[src/rtl/adc_serial_port_pkg.sv]
package adc_serial_port_pkg;

    localparam int unsigned WORD_W = 16;

    typedef logic [WORD_W-1:0] word_t;

    typedef enum logic [1:0] {
        XS_IDLE  = 2'd0,
        XS_ARMED = 2'd1,
        XS_SYNC  = 2'd2,
        XS_SHIFT = 2'd3
    } ext_state_t;

    // Edge events found on the sampled host lines
    typedef struct packed {
        logic int_cmd;
        logic ext_trig;
        logic dclk_rise;
        logic dclk_fall;
    } host_evt_t;

    // Offset binary stays as is; two's complement flips the top bit
    function automatic word_t apply_format(word_t raw, logic straight);
        word_t w;
        w = raw;
        if (!straight) w[WORD_W-1] = ~w[WORD_W-1];
        return w;
    endfunction

endpackage

[src/rtl/sp_host_decode.sv]
module sp_host_decode
    import adc_serial_port_pkg::*;
(
    input  logic      clk,
    input  logic      rst,
    input  logic      rc_i,
    input  logic      cs_n_i,
    input  logic      mode_ext_i,
    input  logic      ext_dclk_i,
    output host_evt_t evt_o
);
    logic rc_q;
    logic cs_n_q;
    logic dclk_q;

    always_ff @(posedge clk) begin
        if (rst) begin
            rc_q   <= 1'b1;
            cs_n_q <= 1'b1;
            dclk_q <= 1'b0;
        end else begin
            rc_q   <= rc_i;
            cs_n_q <= cs_n_i;
            dclk_q <= ext_dclk_i;
        end
    end

    always_comb begin
        evt_o.int_cmd   = !mode_ext_i && rc_q && !rc_i && !cs_n_i;
        evt_o.ext_trig  = mode_ext_i &&
                          ((!rc_q && rc_i && !cs_n_i) ||
                           (cs_n_q && !cs_n_i && rc_i));
        evt_o.dclk_rise = mode_ext_i && ext_dclk_i && !dclk_q;
        evt_o.dclk_fall = mode_ext_i && !ext_dclk_i && dclk_q;
    end
endmodule

[src/rtl/sp_result_store.sv]
module sp_result_store
    import adc_serial_port_pkg::*;
(
    input  logic  clk,
    input  logic  rst,
    input  word_t result_i,
    input  logic  result_valid_i,
    input  logic  tx_busy_i,
    output word_t cur_o
);
    word_t cur_q;
    word_t pend_q;
    logic  pend_v_q;

    always_ff @(posedge clk) begin
        if (rst) begin
            cur_q    <= '0;
            pend_q   <= '0;
            pend_v_q <= 1'b0;
        end else if (result_valid_i) begin
            if (tx_busy_i) begin
                pend_q   <= result_i;
                pend_v_q <= 1'b1;
            end else begin
                cur_q    <= result_i;
                pend_v_q <= 1'b0;
            end
        end else if (!tx_busy_i && pend_v_q) begin
            cur_q    <= pend_q;
            pend_v_q <= 1'b0;
        end
    end

    assign cur_o = cur_q;
endmodule

[src/rtl/sp_int_tx.sv]
module sp_int_tx
    import adc_serial_port_pkg::*;
#(
    parameter int unsigned HALF_CYC = 2
) (
    input  logic  clk,
    input  logic  rst,
    input  logic  en_i,
    input  logic  start_i,
    input  word_t word_i,
    input  logic  tag_i,
    output logic  busy_o,
    output logic  dclk_o,
    output logic  sdata_o
);
    localparam int unsigned DIV_W = (HALF_CYC > 1) ? $clog2(HALF_CYC) : 1;
    localparam int unsigned CNT_W = $clog2(WORD_W);
    localparam logic [DIV_W-1:0] DIV_LAST = DIV_W'(HALF_CYC - 1);
    localparam logic [CNT_W-1:0] CNT_LAST = CNT_W'(WORD_W - 1);

    logic             busy_q;
    logic             hi_q;
    logic [DIV_W-1:0] div_q;
    logic [CNT_W-1:0] pcnt_q;
    word_t            sr_q;
    logic             tag_hold_q;

    always_ff @(posedge clk) begin
        if (rst) begin
            busy_q     <= 1'b0;
            hi_q       <= 1'b0;
            div_q      <= '0;
            pcnt_q     <= '0;
            sr_q       <= '0;
            tag_hold_q <= 1'b0;
        end else if (!en_i) begin
            busy_q <= 1'b0;
            hi_q   <= 1'b0;
            div_q  <= '0;
        end else if (!busy_q) begin
            if (start_i) begin
                busy_q     <= 1'b1;
                hi_q       <= 1'b0;
                div_q      <= '0;
                pcnt_q     <= '0;
                sr_q       <= word_i;
                tag_hold_q <= tag_i;
            end
        end else if (div_q == DIV_LAST) begin
            div_q <= '0;
            if (!hi_q) begin
                hi_q <= 1'b1;
            end else begin
                hi_q <= 1'b0;
                sr_q <= {sr_q[WORD_W-2:0], 1'b0};
                if (pcnt_q == CNT_LAST) busy_q <= 1'b0;
                else                    pcnt_q <= pcnt_q + 1'b1;
            end
        end else begin
            div_q <= div_q + 1'b1;
        end
    end

    assign busy_o  = busy_q;
    assign dclk_o  = hi_q;
    assign sdata_o = busy_q ? sr_q[WORD_W-1] : tag_hold_q;
endmodule

[src/rtl/sp_ext_tx.sv]
module sp_ext_tx
    import adc_serial_port_pkg::*;
(
    input  logic      clk,
    input  logic      rst,
    input  logic      en_i,
    input  host_evt_t evt_i,
    input  word_t     word_i,
    input  logic      tag_i,
    output logic      busy_o,
    output logic      sync_o,
    output logic      sdata_o
);
    localparam int unsigned SH_W = $clog2(WORD_W + 1);
    localparam logic [SH_W-1:0] SH_FULL = SH_W'(WORD_W);

    ext_state_t      st_q;
    word_t           sr_q;
    logic            tag_st_q;
    logic [SH_W-1:0] shcnt_q;
    logic            sync_q;

    always_ff @(posedge clk) begin
        if (rst) begin
            st_q     <= XS_IDLE;
            sr_q     <= '0;
            tag_st_q <= 1'b0;
            shcnt_q  <= '0;
            sync_q   <= 1'b0;
        end else if (!en_i) begin
            st_q    <= XS_IDLE;
            sync_q  <= 1'b0;
            shcnt_q <= '0;
        end else if (evt_i.ext_trig) begin
            st_q   <= XS_ARMED;
            sync_q <= 1'b0;
        end else begin
            case (st_q)
                XS_ARMED: if (evt_i.dclk_rise) begin
                    sr_q     <= word_i;
                    tag_st_q <= tag_i;
                    sync_q   <= 1'b1;
                    shcnt_q  <= '0;
                    st_q     <= XS_SYNC;
                end
                XS_SYNC: if (evt_i.dclk_fall) begin
                    sync_q <= 1'b0;
                    st_q   <= XS_SHIFT;
                end
                XS_SHIFT: if (evt_i.dclk_rise) begin
                    sr_q     <= {sr_q[WORD_W-2:0], tag_st_q};
                    tag_st_q <= tag_i;
                    if (shcnt_q != SH_FULL) shcnt_q <= shcnt_q + 1'b1;
                end
                default: ;
            endcase
        end
    end

    assign busy_o  = (st_q == XS_ARMED) || (st_q == XS_SYNC) ||
                     ((st_q == XS_SHIFT) && (shcnt_q != SH_FULL));
    assign sync_o  = sync_q;
    assign sdata_o = sr_q[WORD_W-1];
endmodule

[src/rtl/adc_serial_port.sv]
module adc_serial_port
    import adc_serial_port_pkg::*;
#(
    parameter int unsigned HALF_CYC = 2
) (
    input  logic        clk,
    input  logic        rst,
    input  logic [15:0] result_i,
    input  logic        result_valid_i,
    input  logic        rc_i,
    input  logic        cs_n_i,
    input  logic        mode_ext_i,
    input  logic        fmt_sb_i,
    input  logic        tag_i,
    input  logic        ext_dclk_i,
    output logic        sdata_o,
    output logic        dclk_o,
    output logic        sync_o
);
    host_evt_t evt;
    word_t     cur_word;
    word_t     load_word;
    logic      int_busy;
    logic      ext_busy;
    logic      int_sdata;
    logic      ext_sdata;

    sp_host_decode u_dec (
        .clk        (clk),
        .rst        (rst),
        .rc_i       (rc_i),
        .cs_n_i     (cs_n_i),
        .mode_ext_i (mode_ext_i),
        .ext_dclk_i (ext_dclk_i),
        .evt_o      (evt)
    );

    sp_result_store u_store (
        .clk            (clk),
        .rst            (rst),
        .result_i       (result_i),
        .result_valid_i (result_valid_i),
        .tx_busy_i      (int_busy || ext_busy),
        .cur_o          (cur_word)
    );

    assign load_word = apply_format(cur_word, fmt_sb_i);

    sp_int_tx #(.HALF_CYC(HALF_CYC)) u_int (
        .clk     (clk),
        .rst     (rst),
        .en_i    (!mode_ext_i),
        .start_i (evt.int_cmd),
        .word_i  (load_word),
        .tag_i   (tag_i),
        .busy_o  (int_busy),
        .dclk_o  (dclk_o),
        .sdata_o (int_sdata)
    );

    sp_ext_tx u_ext (
        .clk     (clk),
        .rst     (rst),
        .en_i    (mode_ext_i),
        .evt_i   (evt),
        .word_i  (load_word),
        .tag_i   (tag_i),
        .busy_o  (ext_busy),
        .sync_o  (sync_o),
        .sdata_o (ext_sdata)
    );

    assign sdata_o = mode_ext_i ? ext_sdata : int_sdata;
endmodule

[config.mk]
export PLATFORM = sky130hd
export DESIGN_NAME = adc_serial_port
export DESIGN_NICKNAME = d
export VERILOG_FILES = /design/src/rtl/adc_serial_port_pkg.sv /design/src/rtl/sp_host_decode.sv /design/src/rtl/sp_result_store.sv /design/src/rtl/sp_int_tx.sv /design/src/rtl/sp_ext_tx.sv /design/src/rtl/adc_serial_port.sv
export SDC_FILE = /design/constraint.sdc
export NUM_CORES = 1
export LEC_CHECK = 0
export ABC_AREA = 1
export BUFFER_PORTS_ARGS = -buffer_cell sky130_fd_sc_hd__buf_2
export CELL_PAD_IN_SITES_DETAIL_PLACEMENT = 1
export CELL_PAD_IN_SITES_GLOBAL_PLACEMENT = 1
export CORE_UTILIZATION = 48
export CTS_BUF_LIST = sky130_fd_sc_hd__clkbuf_8
export CTS_CLUSTER_DIAMETER = 40
export DETAILED_ROUTE_END_ITERATION = 7
export PLACE_DENSITY = 0.94
export SLEW_MARGIN = 20
export SYNTH_ARGS = -nofsm -noshare
export SYNTH_HDL_FRONTEND = slang
export SYNTH_SLANG_ARGS = --single-unit
[constraint.sdc]
create_clock -name clk -period 4.1 [get_ports clk]
set_input_delay 0.41 -clock clk [delete_from_list [all_inputs] [get_ports clk]]
set_output_delay 0.41 -clock clk [all_outputs]
set_load 0.02 [all_outputs]
# Yosys cells after proc, flatten, opt, wreduce, memory -nomap -nowiden
# Cells that the tools add are included.
# W data, S select, Z words.
# word_totals
register_bits,85
elab_cells,128
# classes
bitwise_logic,4
n_reduce_logical,45
mux,43
addsub,3
n_eq_ne,15
# ops
op,n
$mux W16,9
$pmux W16 S2,1
$mux W1,20
$mux W4,5
$ne A2 B2 Y1 const B,8
$mux W5,3
$reduce_and A5 Y1,3
$logic_and A1 B1 Y1,14
$pmux W5 S2,1
$reduce_and A3 Y1,3
$reduce_and A4 Y1,2
$reduce_bool A2 Y1,4
$logic_not A1 Y1,7
$ne A3 B3 Y1 const B,2
$reduce_and A2 Y1,3
$reduce_or A2 Y1,3
$add A5 B1 Y5 const B,1
$ne A5 B5 Y1 const B,1
$add A4 B1 Y4 const B,1
$eq A2 B2 Y1 const B,2
$eq A4 B4 Y1 const B,1
$logic_or A1 B1 Y1,4
$mux W2,2
$not A1 Y1,4
other kinds (6),6

# Longest topological paths before layout
# Gate-level depths: netlist of the first run.
# logic_depth
ltp_word,8
ltp_mapped,11
mapped_depth_nobuf,10

# Cells and area by module
# From an unflattened synthesis of the first run, not the netlist that was laid out.
# hier_totals
cells_unflattened,642
area_unflattened_um2,4161.5
# modules_own_cells
module,area_per_inst_um2,cells_per_inst,seq_area_each_um2,instances
sp_result_store,1450.1,212,660.6,1
sp_ext_tx,1317.5,210,500.5,1
sp_int_tx,1221.2,188,480.5,1
sp_host_decode,132.6,22,60.1,1
adc_serial_port,40.0,10,0.0,1

# Least setup slack after synthesis of the first run
# OpenSTA, ideal clock, no wires.
# synth_path
path_kind,reg-to-output
startpoint,register u_int.busy_q (netlist: u_int.busy_o)
endpoint,output port sdata_o
stages_incl_launch_ff,5
t_arrival_ns,1.200
path_slack_ns,2.490
path_cell_list,dfxtp_1 -> buf_2 -> clkbuf_1 -> a21oi_1 -> a21oi_1
# synth_via
elab_chain_cells,2
# synth_rtl
item,line,source
from (decl),sp_int_tx.sv:21,logic busy_q;
from (signal assigned),sp_int_tx.sv:30,busy_q <= 1'b0;
from (signal assigned),sp_int_tx.sv:37,busy_q <= 1'b0;
from (signal assigned),sp_int_tx.sv:42,busy_q <= 1'b1;
$mux W1,sp_int_tx.sv:66,assign sdata_o = busy_q ? sr_q[WORD_W-1] : tag_hold_q;
$mux W1,adc_serial_port.sv:73,assign sdata_o = mode_ext_i ? ext_sdata : int_sdata;
to (decl),adc_serial_port.sv:16,"output logic sdata_o,"
# Every way passes these cells.

# Worst setup path in the final report of the first run
# Ends and elaborated chain as after synthesis.

==> results.py, run 1 <==
metrics = {
    "outcome": {
        "status": "completed",
    },
    "route": {
        "first_iter_violations": 221,
        "drc": 0,
        "wl_per_cell_um": 15.0,
        "first_pass_iters": 4,
        "viasPerCell": 5.40,
        "postRouteAntennaNets": 0,
        "finalWirelength_mm": 10.4,
        "vias": 3735,
    },
    "critical_path": {
        "worst_path_max_delay_cell": "dfxtp_2",
        "endpoint_kind": "primary output",
        "cp.arrival_ns": 1.69,
        "worst_setup_path_start_kind": "register",
        "cpPeakStageDelay_ns": 0.75,
        "crit_chain": "inv_1 > nand2_1 > a21oi_1 > buf_2",
        "crit_type": "reg -> out",
        "cp_max_fo": 39,
        "r2r_slack_ns": 2.01,
        "cp_data_required_time_ns": 3.69,
    },
    "yosys": {
        "synthCells": 574,
        "ys_seq_area_frac": 0.417,
        "synth_top_area_share": 0.417,
        "synthFlopType": "dfxtp_1",
        "synth-edff-count": 0,
        "synth-async-reset-ratio": 0,
        "ys_ff_latch": 85,
        "synth_compound_gate_area_share": 0.198,
        "muxShareOfSynthArea": 0,
        "synth-xor-area-share": 0.00645,
        "synth_area_leaders": "dfxtp_1 (42%), nand2_1 (11%), o21ai_0 (9.9%), a21oi_1 (6.9%), inv_1 (5.4%)",
        "synth_top_family_by_area": "simple AND/OR/NAND/NOR gates",
        "synthAdderAreaFrac": 0.0184,
        "synth_common_cells": "nand2_1 (118), dfxtp_1 (85), o21ai_0 (81)",
        "yosysMostFrequentCell": "nand2_1",
        "yosysUniqueCellTypes": 31,
        "syn_nets": 605,
        "synth_top_area_cell": "dfxtp_1",
        "synth.avg_cell_area_um2": 7.10,
        "yosysWarnings": 0,
        "synthSimpleGateAreaFrac": 0.262,
        "syn-cell-area_um2": 4080,
    },
    "worst_hold_path": {
        "hp-class": "in -> reg",
    },
    "final_layout": {
        "multi_input_area_um2": 1970,
        "final_nets": 613,
        "register_area_um2": 1700,
        "syn_to_final_growth_pct": 8.69,
        "fill_cells": 1074,
        "n_antenna_cell": 0,
        "instances_no_fill": 692,
        "drive_gt1_frac": 0.140,
        "fin_util": 0.539,
    },
    "die": {
        "dieWidth_um": 94.2,
        "die_height_um": 94.2,
        "floorplan.initialDensity": 0.496,
        "ios": 28,
        "rows": 33,
        "dieArea_um2": 8870,
        "core_um2": 8220,
    },
    "place": {
        "place_congestion": 0.780,
        "place_inst": 676,
        "dp_slack_ns": 1.72,
        "numPortBuffers": 27,
        "dp_hpwl_mm": 7.02,
    },
    "timing": {
        "period_needed_ns": 2.10,
        "hold_viol_final": 0,
        "finalSetupTns_ns": 0,
        "fin_crit_sh": 0.511,
        "fin_ws_ns": 2.00,
        "skew_ns": 0.00677,
        "grt_setup_unrepaired": "false",
        "fmax_mhz": 477,
        "setup_viol": 0,
        "final_max_slew_viol_count": 0,
        "worstMarginPinSlew_ns": 0.915,
        "max_slew_margin": 0.390,
    },
    "clock_network": {
        "cts_tree": "done",
        "cts.clk_slew.worst_paths_ns": 0.09,
        "cts_buffers": 9,
        "postCtsSetupBuffers": 0,
        "postCtsResizedCells": 0,
        "hold_buffers": 0,
        "clock_sinks": 85,
        "cts_root_buf": "clkbuf_8",
        "clockBufferDepth": 2,
        "h-tree-depth": 3,
        "worstSkewPairLatency_ns": 0.35,
    },
    "power_and_ir_drop": {
        "power_density_nw_per_um2": 395,
        "power_leakage_nw": 1.64,
        "ir_worst_vdd_mv": 0.260,
        "p_total_mw": 1.75,
    },
    "job": {
        "maxCapViolCount": 0,
    },
    "grt": {
        "grt_usage": 0.254,
        "grt_pass1_wl_mm": 17.6,
        "grt_antenna_before_repair": 0,
        "grt_pass1_vias": 3820,
        "grt_max_degree": 51,
        "grt-ovfl-total": 0,
    },
}
-- critical path, delay by kind of cell (launching register included) --
family	cells	cell delay (ns)
flops	1	0.75
buf+inv	2	0.40
compound gates	1	0.07
simple gates	1	0.11
-- cells in the final DEF (no fill, tap or decap), types with 2 or more instances in the layout --
master	synthesis	layout
nand2_1	118	118
dfxtp_1	85	84
o21ai_0	81	81
inv_1	59	60
a21oi_1	56	56
nor2_1	47	47
nand3_1	40	40
buf_2	8	27
nand2_2	12	12
a21oi_2	10	10
clkbuf_8	0	10
ha_1	6	6
nand4_1	5	5
nand2_4	3	3
or2_2	3	3
nor2_4	3	3
xor2_1	3	3
bufinv_16	0	3
nor2_2	2	2
o21ai_1	2	2
buf_4	3	2
-- area by class of cell --
| class | instances | area share |
|---|---|---|
| sequential | 85 | 0.384 |
| clock inverter | 6 | 0.0249 |
| multi-input combinational | 397 | 0.445 |
| inverter | 60 | 0.0508 |
| clock buffer | 10 | 0.0311 |
| timing repair buffer | 29 | 0.0339 |
| tap | 105 | 0.0297 |
-- routing by layer --
layer | routed length [µm] | part of all wire | up-vias | global-route usage
met5 | 0 | 0 | - | 0
met3 | 306 | 0.030 | 12 | 0.0526
met4 | 127 | 0.012 | 0 | 0.0872
li1 | - | - | 1869 | -
met1 | 4550 | 0.44 | 1792 | 0.290
met2 | 5380 | 0.52 | 62 | 0.463
-- registers in the layout, summed over array words and instances, names as in the netlist, 2 cells and up --
register        flops
u_ext.st_q          2
u_int.sr_q         16
u_store.cur_o      16
u_store.pend_q     16
u_ext.shcnt_q       5
u_ext.sr_q         16
u_int.pcnt_q        4
-- power breakdown --
group          total, mW  switching [mW]  internal [mW]
sequential         0.867          0.0139          0.853
clock              0.726           0.305          0.421
combinational      0.158           0.111         0.0471
total               1.75           0.430           1.32
-- kinds of logic (layout without fill, tap and decap cells) --
family                   after synthesis  in the layout
XOR/XNOR                               3              3
AO/OA/AOI/OAI                        151            151
adder cells (fa/ha/maj)                6              6
buffers and inverters                 92            105
AND/OR/NAND/NOR                      237            237
flip-flops                            85             85
-- worst paths after layout --
path,start,endpoint,cells past startpoint
max,u_int.busy_o,sdata_o,4
min,rc_i,u_dec.rc_q,2
max reg2reg,u_ext.st_q[0],u_store.cur_o[14],7
min reg2reg,u_ext.sync_o,u_ext.sync_o,2
-- through the flow --
stage | area, µm² | hold WS [ns]
after global placement | 4180 | 0.448
final | 4430 | 0.279
after global routing | 4430 | 0.262
after detailed placement | 4180 | 0.447
after floorplan | 4080 | 0.424
after CTS | 4430 | 0.271
Note: power is estimated with default switching activity, not from simulation.
==> run 2, diff against run 1 <==
- CORE_UTILIZATION: 48 -> 45
- PLACE_DENSITY: 0.94 -> 0.89
- clock period: 4.1 -> 2.2 ns (I/O delays scaled with it)
==> run 2 against run 1 <==
  * Non-clock buffer count up 3
  * Total power up 72%
  * Highest routed layer unchanged
  * Sequential power up 86%
  * Critical path type is now reg -> reg
  * Critical endpoint is now u_store.cur_o[12]
==> results.py, run 2 (synthesis results as in run 1) <==
metrics = {
    "outcome": {
        "status": "completed",
    },
    "timing": {
        "fin_crit_sh": 0.831,
        "grt_setup_unrepaired": "false",
        "finalSetupTns_ns": 0,
        "setup_viol": 0,
        "final_max_slew_viol_count": 0,
        "timing.hold.ws_ns": 0.0876,
        "fmax_mhz": 547,
        "worstMarginPinSlew_ns": 0.862,
        "period_needed_ns": 1.83,
        "hold_viol_final": 0,
        "max_slew_margin": 0.425,
        "skew_ns": 0.0148,
    },
    "clock_network": {
        "clock_sinks": 85,
        "worstSkewPairLatency_ns": 0.36,
        "cts.clk_slew.worst_paths_ns": 0.09,
        "cts_buffers": 9,
        "cts_root_buf": "clkbuf_8",
        "hold_buffers": 0,
        "clockBufferDepth": 2,
        "cts_tree": "done",
        "h-tree-depth": 3,
    },
    "route": {
        "first_pass_iters": 4,
        "wl_per_cell_um": 14.9,
        "drc": 0,
        "viasPerCell": 5.39,
        "finalWirelength_mm": 10.4,
        "vias": 3760,
        "first_iter_violations": 215,
        "postRouteAntennaNets": 0,
    },
    "final_layout": {
        "final_cell_mix": "nand2_1 (118), dfxtp_1 (85), o21ai_0 (81), inv_1 (61), a21oi_1 (56)",
        "n_antenna_cell": 0,
        "final_nets": 616,
        "syn_to_final_growth_pct": 8.13,
        "layout_commonest_cell": "nand2_1",
        "drive_gt1_frac": 0.141,
        "fill_cells": 1155,
    },
    "place": {
        "place_congestion": 0.800,
        "dp_hpwl_mm": 7.19,
        "numPortBuffers": 27,
    },
    "critical_path": {
        "cp_top_family": "simple AND/OR/NAND/NOR gates",
        "crit_type": "reg -> reg",
        "cp_max_fo": 32,
        "cp_data_required_time_ns": 2.43,
        "worst_path_max_delay_cell": "dfxtp_1",
        "crit_chain": "inv_1 > ha_1 > inv_1 > nor2_2 > nand3_4 > o21ai_0 > a21oi_1",
        "cp.arrival_ns": 2.05,
        "crit_buf_inv": 2,
        "critPathLaunch": "u_ext.st_q[0]",
        "cpPeakStageDelay_ns": 0.38,
        "endpoint_kind": "register",
        "critPathMostFrequentCell": "inv_1",
        "reg2reg_from": "u_ext.st_q[0]",
        "worst_setup_path_start_kind": "register",
    },
    "die": {
        "floorplan.initialDensity": 0.465,
        "die_height_um": 97.2,
        "dieArea_um2": 9440,
        "dieWidth_um": 97.2,
        "core_um2": 8760,
        "rows": 34,
        "ios": 28,
    },
    "worst_hold_path": {
        "hp-start": "rc_i",
        "hp-class": "in -> reg",
    },
    "power_and_ir_drop": {
        "power_leakage_nw": 1.64,
        "ir_worst_vdd_mv": 0.362,
        "power_density_nw_per_um2": 684,
    },
    "grt": {
        "grt_pass1_wl_mm": 17.6,
        "grt_max_degree": 50,
        "grt_antenna_before_repair": 0,
        "grt_usage": 0.229,
        "grt_pass1_vias": 3818,
        "grt-ovfl-total": 0,
    },
    "job": {
        "maxCapViolCount": 0,
    },
}
-- run 2: cell count changes in the layout (fill, tap and decap cells not counted), sizes merged --
cell / change
clkinv: +2
bufinv: -2
buf: +3
-- run 2: worst paths after layout --
kind / cells past startpoint / slack (ns) / to
max: 7 / 0.37 / u_store.cur_o[12]
min: 2 / 0.09 / u_dec.rc_q
max reg2reg: 7 / 0.37 / u_store.cur_o[12]
min reg2reg: 2 / 0.46 / u_store.pend_q[3]
-- run 2: final cells by class --
class | instances | area [µm²] | area share
clock buffer | 10 | 138 | 0.0312
inverter | 60 | 225 | 0.0511
clock inverter | 6 | 55.1 | 0.0125
tap | 108 | 135 | 0.0307
timing repair buffer | 32 | 173 | 0.0392
sequential | 85 | 1700 | 0.386
multi-input combinational | 397 | 1980 | 0.449
-- run 2: power by group --
group          leakage, nW  internal, mW  switching (mW)
sequential           0.691          1.59          0.0235
combinational        0.842        0.0913           0.213
clock                0.105         0.544           0.553
-- run 2: layer usage --
metal	up-vias	wire length [µm]	GRT usage
li1	1872	-	-
met1	1830	4630	0.266
met2	47	5340	0.419
met3	11	254	0.0511
met4	0	150	0.0631
met5	-	0	0
-- run 2: per-stage QoR --
stage          utilization  setup slack, ns  cells  instance area (µm²)  power [mW]
4_1_cts              0.502            0.163    698                 4400        3.04
3_5_place_dp         0.480            0.194    682                 4210        1.95
5_1_grt              0.503            0.225    698                 4410        3.14
2_1_floorplan            -            0.774    574                 4080        1.85
3_3_place_gp         0.480            0.380    682                 4210        1.93
6_report             0.503            0.373    698                 4410        3.01
-- run 2: what timing repair did --
item                       4_1_cts  5_1_grt
setup buffers                    0        0
resized for setup                0        1
setup endpoints to repair        0        7
